File: src/rtl/fsc_frame_ctrl.sv
module fsc_frame_ctrl #(
  parameter int LEN_W      = 16,
  parameter int ACC_W      = 16,
  parameter int CNT_W      = 8,
  parameter int BUDGET     = 2036,
  parameter int FRAG_LIMIT = 86,
  parameter int MIN_MID    = 4
) (
  input  logic             clk,
  input  logic             rst_n,
  input  logic             take,
  input  logic             first,
  input  logic             last,
  input  logic [LEN_W-1:0] len,
  input  logic [ACC_W-1:0] sum_new,
  output logic [ACC_W-1:0] acc_base,
  output logic             ready,
  output logic             res_valid,
  output logic [ACC_W-1:0] res_bytes,
  output logic             res_fits,
  output logic             res_too_frag,
  output logic             res_rule_viol,
  output logic             seq_err
);
  localparam logic [CNT_W-1:0] CNT_MAX = {CNT_W{1'b1}};

  typedef enum logic {S_IDLE, S_OPEN} state_t;

  state_t           state_q;
  logic [ACC_W-1:0] acc_q;
  logic [CNT_W-1:0] cnt_q;
  logic             viol_q;

  logic             live;
  logic             orphan;
  logic             mid_short;
  logic [CNT_W-1:0] cnt_base;
  logic [CNT_W-1:0] cnt_new;
  logic             viol_new;

  always_comb begin
    live      = take && (first || state_q == S_OPEN);
    orphan    = take && !first && state_q == S_IDLE;
    mid_short = !first && !last && (len < LEN_W'(MIN_MID));
    acc_base  = first ? '0 : acc_q;
    cnt_base  = first ? '0 : cnt_q;
    cnt_new   = (cnt_base == CNT_MAX) ? CNT_MAX : cnt_base + 1'b1;
    viol_new  = (first ? 1'b0 : viol_q) | mid_short;
  end

  always_ff @(posedge clk) begin
    if (!rst_n) begin
      state_q       <= S_IDLE;
      acc_q         <= '0;
      cnt_q         <= '0;
      viol_q        <= 1'b0;
      ready         <= 1'b0;
      res_valid     <= 1'b0;
      res_bytes     <= '0;
      res_fits      <= 1'b0;
      res_too_frag  <= 1'b0;
      res_rule_viol <= 1'b0;
      seq_err       <= 1'b0;
    end else begin
      ready     <= 1'b1;
      res_valid <= 1'b0;
      seq_err   <= orphan;
      if (live) begin
        if (last) begin
          state_q       <= S_IDLE;
          res_valid     <= 1'b1;
          res_bytes     <= sum_new;
          res_fits      <= (sum_new <= ACC_W'(BUDGET));
          res_too_frag  <= (cnt_new > CNT_W'(FRAG_LIMIT));
          res_rule_viol <= viol_new;
        end else begin
          state_q <= S_OPEN;
          acc_q   <= sum_new;
          cnt_q   <= cnt_new;
          viol_q  <= viol_new;
        end
      end
    end
  end
endmodule

File: config.mk
export PLATFORM = sky130hd
export DESIGN_NAME = fsc_frame_ctrl
export DESIGN_NICKNAME = d
export VERILOG_FILES = /design/src/rtl/fsc_frame_ctrl.sv
export SDC_FILE = /design/constraint.sdc
export NUM_CORES = 1
export LEC_CHECK = 0
export BUFFER_PORTS_ARGS = -buffer_cell sky130_fd_sc_hd__buf_4
export CAP_MARGIN = 20
export CORE_MARGIN = 3
export CORE_UTILIZATION = 53
export DETAILED_ROUTE_END_ITERATION = 6
export GPL_TIMING_DRIVEN = 0
export PLACE_DENSITY_LB_ADDON = 0.08
export REMOVE_ABC_BUFFERS = 1
export SLEW_MARGIN = 20
export SYNTH_ARGS = -nofsm -noshare
export SYNTH_HDL_FRONTEND = slang
export SYNTH_SLANG_ARGS = --single-unit
File: constraint.sdc
create_clock -name clk -period 4.75 [get_ports clk]
set_input_delay 0.2375 -clock clk [delete_from_list [all_inputs] [get_ports clk]]
set_output_delay 0.2375 -clock clk [all_outputs]
set_load 0.02 [all_outputs]
==> results of run 1 <==
## registers in the layout, summed over array words and instances, names as in the netlist
register,count
acc_q,16
res_rule_viol,1
res_valid,1
cnt_q,8
state_q,1
viol_q,1
seq_err,1
res_fits,1
res_too_frag,1
ready,1
res_bytes,16
## power breakdown
| part | switching [mW] | leakage (nW) | internal (mW) |
|---|---|---|---|
| clock | 0.133 | 0.0552 | 0.156 |
| combinational | 0.0549 | 0.688 | 0.0482 |
| sequential | 0.00864 | 0.391 | 0.417 |
| total | 0.197 | 1.13 | 0.621 |
## how the worst min path moves through the flow
stage / from / end / slack, ns
global route: take / seq_err$_SDFF_PN0_ / 0.17
floorplan: rst_n / ready$_DFF_P_ / 0.27
detailed placement: state_q$_SDFFE_PN0P_ / seq_err$_SDFF_PN0_ / 0.44
global placement: state_q$_SDFFE_PN0P_ / seq_err$_SDFF_PN0_ / 0.44
finish: take / seq_err$_SDFF_PN0_ / 0.17
CTS: take / seq_err$_SDFF_PN0_ / 0.17
## stage by stage
| stage | setup slack, ns | util [%] | hold WS [ns] | cells | power, mW |
|---|---|---|---|---|---|
| floorplan | 2.90 | - | 0.265 | 242 | 0.478 |
| global placement | 1.90 | 70.6 | 0.443 | 362 | 0.534 |
| detailed placement | 2.71 | 71.1 | 0.440 | 363 | 0.538 |
| CTS | 2.75 | 74.0 | 0.168 | 371 | 0.822 |
| global route | 2.57 | 74.0 | 0.167 | 371 | 0.850 |
| finish | 2.72 | 74.0 | 0.171 | 371 | 0.818 |
## layout make-up
class | count | area [um2] | share of cell area, %
well taps | 48 | 60.1 | 2.15
repair buffers | 73 | 556 | 19.9
multi-input cells | 191 | 1090 | 39.2
clock buffers | 6 | 72.6 | 2.60
clock inverters | 2 | 35.0 | 1.26
flip-flops and latches | 48 | 961 | 34.5
inverters | 3 | 11.3 | 0.404
## synthesized netlist by cell type (2+ instances only)
master,count,area [um2]
nand2_1,76,285
nand2b_1,2,12.5
o21ai_1,3,15.0
nor4_1,5,31.3
buf_2,6,30.0
inv_1,3,11.3
clkbuf_1,9,33.8
o221a_1,2,22.5
a211oi_1,2,15.0
dfxtp_1,48,961
a21boi_1,2,15.0
a21oi_1,3,15.0
o21ai_0,4,20.0
a21boi_0,35,263
o221a_2,3,33.8
nor3_1,4,20.0
xor2_1,3,26.3
nand3_1,5,25.0
nor2_1,6,22.5
nor2b_1,19,119
## worst max-delay path: stages (launching register included)
cell	delay [ns]
dfxtp_1	0.42
nor2b_1	0.22
ha_1	0.26
nand3_1	0.19
nor4_4	0.39
nand2b_2	0.27
o21ai_1	0.09
a21boi_1	0.12
## kinds of logic after synthesis
logic type / synth area share (%)
xor gates and xnor gates: 1.65
AOI/OAI and AO/OA: 20.4
and+or+nand+nor: 28.6
buffers and inverters: 3.53
adders and majority gates: 0.588
DFF: 45.2
## routing by layer
| metal | wire (um) | track usage [%] |
|---|---|---|
| met4 | 48 | 6.07 |
| met5 | 0 | 0 |
| met3 | 295 | 6.81 |
| met1 | 2340 | 25.1 |
| met2 | 2410 | 35.3 |
==> flow_summary.yaml, run 1 <==
place:
  estimated_wirelength_of_the_detail_placed_design_mm: 3.39
  place_congestion: 0.829
  portBuffers: 72
  detailed_place.area_um2: 2680
finish:
  mostFrequentLayoutCells: "nand2_1 (76), buf_4 (72), dfxtp_1 (48), a21boi_0 (35), nor2b_1 (19)"
  drive_above_1_share_pct: 28.2
  postLayoutCellArea_um2: 2790
  design.final.nets: 360
  fill_cells: 319
  insertedDiodeCount: 0
  mostFrequentLayoutCell: "nand2_1"
  area.growth.synth_to_final_pct: 31.1
floorplanning:
  die_h_um: 69.4
  chipWidth_um: 69.4
  placementRows: 22
  core_area_um2: 3770
  top_level_ports: 75
  design.die.area_um2: 4810
  initial_utilization_pct: 56.4
sta:
  final_hold_vio_count: 0
  period_minus_slack_ns: 2.03
  max_slew.worst_pin.slew_ns: 0.872
  timing.slew.headroom_pct: 41.8
  slew_viol_final: 0
  final.period_utilization_pct: 42.6
  timing.final.setup_violations: 0
  max_clock_freq_ghz: 0.494
  timing.clock.skew_ns: 0.00469
  totalNegativeSetupSlack_ns: 0
  grt_setup_unrepaired: "false"
cts:
  tritoncts: "built"
  htreeDepth: 2
  hold_buffer_count_at_cts: 0
  ctsResizeCount: 0
  clock_latency_of_the_later_clocked_register_in_the_worst_skew_pair_ns: 0.30
  cts_inserted_buffers: 5
  cts.sink_count: 48
  clkSlewWorstSetupHoldPaths_ns: 0.09
  ctsLongestPathBuffers: 2
  cts.root.buffer_cell: "clkbuf_8"
  post_cts_setup_repair_buffer_count: 0
critical_path:
  worstPathArrival_ns: 2.26
  endpoint: "cnt_q[2]$_SDFFE_PN0P_"
  reg2reg_slack_ns: 2.72
  timing.setup.critical_path_class: "flop to flop"
  capturing_point_of_the_worst_reg2reg_path: "cnt_q[2]$_SDFFE_PN0P_"
  setup.worst_path.start_class: "flop"
  worst_ep_required_time_ns: 4.99
  startpoint_of_the_lowest_slack_register_to_register_path: "cnt_q[0]$_SDFFE_PN0P_"
  crit_path_end_kind: "flop"
  timing.critical_path.fanout_max: 6
  worst-r2r-cell-count: 7
  crit_path_start: "cnt_q[0]$_SDFFE_PN0P_"
flow_run:
  timing.max_cap.violations: 0
global_route:
  maximum_number_of_pins_on_one_net_before_global_route_repair: 49
  grt_antenna_before_repair: 0
  gr-usage-all-layers_pct: 20.8
  first_global_vias: 1838
  grt_pass1_wl_mm: 8.25
  overflow: 0
routing:
  drc: 0
  antenna_left: 0
  post_drt_wl_per_cell_um: 13.7
  initialDrtViolationCount: 125
  routed-via-count: 1949
  drtPass1Iterations: 4
  totalWireLength_mm: 5.10
  detail_routed_via_count_per_cell: 5.25
logic_synthesis:
  synth-main-ff-cell: "dfxtp_1"
  synth-edff-count: 0
  synth_cells: 257
  asyncSetResetFlopFracSynth_pct: 0
  synthesis.area_per_instance_um2: 8.28
  yosysWarnings: 0
  ys_types: 37
  synth_seq_cells: 48
  synth.cell_area_um2: 2130
  synth.yosys.seq_area_share_pct: 45.2
power_and_ir_drop:
  irDropWorstVdd_uv: 206
  leakage_nw: 1.13
  power.density_nw_per_um2: 293
min_path:
  whs_path_depth: 3
  hold_path.class: "input port to flop"
outcome:
  run_status: "finished clean"
Note: power is estimated with default switching activity, not from simulation.
==> run 2: changes to the inputs <==
--- a/config.mk
+++ b/config.mk
@@ -8,7 +8,7 @@
 export BUFFER_PORTS_ARGS = -buffer_cell sky130_fd_sc_hd__buf_4
 export CAP_MARGIN = 20
 export CORE_MARGIN = 3
-export CORE_UTILIZATION = 53
+export CORE_UTILIZATION = 44
 export DETAILED_ROUTE_END_ITERATION = 6
 export GPL_TIMING_DRIVEN = 0
 export PLACE_DENSITY_LB_ADDON = 0.08
==> constraint.sdc (replaced) <==
create_clock -name clk -period 1.7 [get_ports clk]
set_input_delay 0.085 -clock clk [delete_from_list [all_inputs] [get_ports clk]]
set_output_delay 0.085 -clock clk [all_outputs]
set_load 0.02 [all_outputs]
==> run 2 against run 1 <==
Compared with the run above: register-to-register slack worse by 2.7 ns; critical path depth unchanged; sequential share of layout area down 1.3 points; hold slack worse by 0.15 ns; via count up 2.1%; clock-buffer cell count unchanged; critical path type unchanged; largest cell class unchanged.
==> flow_summary.yaml, run 2 (synthesis results as in run 1) <==
cts:
  tritoncts: "built"
  cts.root.buffer_cell: "clkbuf_8"
  htreeDepth: 2
  clock_latency_of_the_later_clocked_register_in_the_worst_skew_pair_ns: 0.30
  ctsLongestPathBuffers: 2
  cts_inserted_buffers: 5
  hold_buffer_count_at_cts: 0
  cts.sink_count: 48
  clkSlewWorstSetupHoldPaths_ns: 0.08
critical_path:
  crit_path_end_kind: "flop"
  capturing_point_of_the_worst_reg2reg_path: "cnt_q[4]$_SDFFE_PN0P_"
  critical_path.slowest_cell: "dfxtp_4"
  timing.critical_path.fanout_max: 4
  setup.worst_path.start_class: "flop"
  timing.critical_path.slowest_cell_delay_ns: 0.35
  startpoint_of_the_lowest_slack_register_to_register_path: "cnt_q[0]$_SDFFE_PN0P_"
  worst_ep_required_time_ns: 1.95
  worstPathArrival_ns: 1.93
  reg2reg_slack_ns: 0.02
  timing.setup.critical_path_class: "flop to flop"
  worst-r2r-cell-count: 7
  ordered_list_of_cells_on_the_worst_path: "nor2b_4, ha_4, nand3_4, nor4_4, nand2b_4, buf_12, o221a_2"
finish:
  area.growth.synth_to_final_pct: 37.4
  instances_no_fill: 383
  fill_cells: 423
  registers_with_the_most_flip_flops: "acc_q (16), res_bytes (16), cnt_q (8)"
  mostFrequentLayoutCells: "buf_4 (80), nand2_1 (76), dfxtp_1 (45), a21boi_0 (35), nor2b_1 (17)"
  drive_above_1_share_pct: 32.6
  design.final.nets: 369
  insertedDiodeCount: 0
  mostFrequentLayoutCell: "buf_4"
floorplanning:
  initial_utilization_pct: 47.2
  placementRows: 24
  top_level_ports: 75
  design.die.area_um2: 5700
  core_area_um2: 4500
  die_h_um: 75.5
  chipWidth_um: 75.5
global_route:
  gr-usage-all-layers_pct: 18.9
  overflow: 0
  grt_pass1_wl_mm: 8.22
  first_global_vias: 1799
  grt_antenna_before_repair: 0
  maximum_number_of_pins_on_one_net_before_global_route_repair: 49
power_and_ir_drop:
  netSwitchingPower_uw: 553
  switching_share_pct: 25.7
  power.clock.fraction_pct: 30.0
  sequentialPowerShare_pct: 55.2
  power.share.combinational_pct: 14.8
  irDropWorstVdd_uv: 443
  leakage_nw: 1.18
  power.density_nw_per_um2: 735
  internal_power_mw: 1.59
sta:
  grt_setup_unrepaired: "true"
  max_clock_freq_ghz: 0.594
  timing.final.setup_violations: 0
  final_hold_vio_count: 0
  timing.slew.headroom_pct: 64.0
  slew_viol_final: 0
  period_minus_slack_ns: 1.68
  worst_slack_ns: 0.0173
  final.period_utilization_pct: 99.0
  timing.clock.skew_ns: 0.00283
  max_slew.worst_pin.slew_ns: 0.536
place:
  placed_cells: 367
  post-place-ws_ns: -0.259
  portBuffers: 72
  estimated_wirelength_of_the_detail_placed_design_mm: 3.58
  place_congestion: 0.863
routing:
  antenna_left: 0
  routed-via-count: 1990
  totalWireLength_mm: 5.47
  drtPass1Iterations: 4
  initialDrtViolationCount: 74
  detail_routed_via_count_per_cell: 5.20
  drc: 0
  post_drt_wl_per_cell_um: 14.3
min_path:
  whs_path_depth: 3
  hold_path.class: "input port to flop"
  timing.hold.worst_endpoint: "seq_err$_SDFF_PN0_"
  beginning_of_the_worst_hold_path: "take"
flow_run:
  timing.max_cap.violations: 0
outcome:
  run_status: "finished clean"
## run 2: layer usage
| metal | track usage, % | routed length (um) |
|---|---|---|
| met2 | 33.0 | 2710 |
| met1 | 22.7 | 2390 |
| met3 | 4.75 | 284 |
| met4 | 6.41 | 87 |
| met5 | 0 | 0 |
## run 2: power groups by stage
| stage | Combinational (mW) | Clock [mW] | Sequential (mW) |
|---|---|---|---|
| 2_1_floorplan | 0.104 | 0 | 1.23 |
| 3_3_place_gp | 0.283 | 0 | 1.21 |
| 3_5_place_dp | 0.291 | 0 | 1.21 |
| 4_1_cts | 0.295 | 0.661 | 1.19 |
| 5_1_grt | 0.345 | 0.703 | 1.19 |
| 6_report | 0.317 | 0.644 | 1.19 |
## run 2: final cells by class
cell class              count  area [um2]  share of cell area [%]
well taps                  52        65.1                    2.23
multi-input cells         191        1160                    39.8
clock buffers               6        72.6                    2.48
flip-flops and latches     48         970                    33.2
inverters                   3        11.3                   0.385
clock inverters             1        5.00                   0.171
repair buffers             82         636                    21.8
## run 2: worst max-delay path by stage
stage                          startpoint                    end  slack [ns]  cells past startpoint
detailed placement  cnt_q[0]$_SDFFE_PN0P_  cnt_q[2]$_SDFFE_PN0P_       -0.26                      7
CTS                 cnt_q[1]$_SDFFE_PN0P_  cnt_q[2]$_SDFFE_PN0P_       0.005                      7
global placement                    first  cnt_q[3]$_SDFFE_PN0P_       -1.01                      5
floorplan            state_q$_SDFFE_PN0P_  cnt_q[1]$_SDFFE_PN0P_       -0.15                      4
finish              cnt_q[0]$_SDFFE_PN0P_  cnt_q[4]$_SDFFE_PN0P_        0.02                      7
global route        cnt_q[0]$_SDFFE_PN0P_  cnt_q[6]$_SDFFE_PN0P_       -0.04                      7
## run 2: worst max-delay path: cells and delay by family (launching register included)
family,cells,cell delay [ns]
adders and majority gates,1,0.17
DFF,1,0.35
buffers and inverters,1,0.11
AOI/OAI and AO/OA,1,0.16
and+or+nand+nor,4,0.84
## run 2: repair_timing
action | CTS | global route
setup endpoints to repair | 15 | 23
hold endpoints to repair | 0 | 0
setup buffers | 1 | 8
gates resized for setup | 6 | 14
pin swaps | 1 | 5
## run 2: stage by stage
step	hold WS (ns)	setup TNS (ns)	cell area, um2	power (mW)	util [%]
6_report	0.0195	0	2920	2.15	64.9
5_1_grt	0.0361	-0.149	2920	2.24	64.9
4_1_cts	0.0117	0	2790	2.15	62.0
3_5_place_dp	0.335	-2.23	2690	1.51	59.6
3_3_place_gp	0.334	-17.60	2670	1.50	59.3
2_1_floorplan	0.113	-0.757	2060	1.34	-
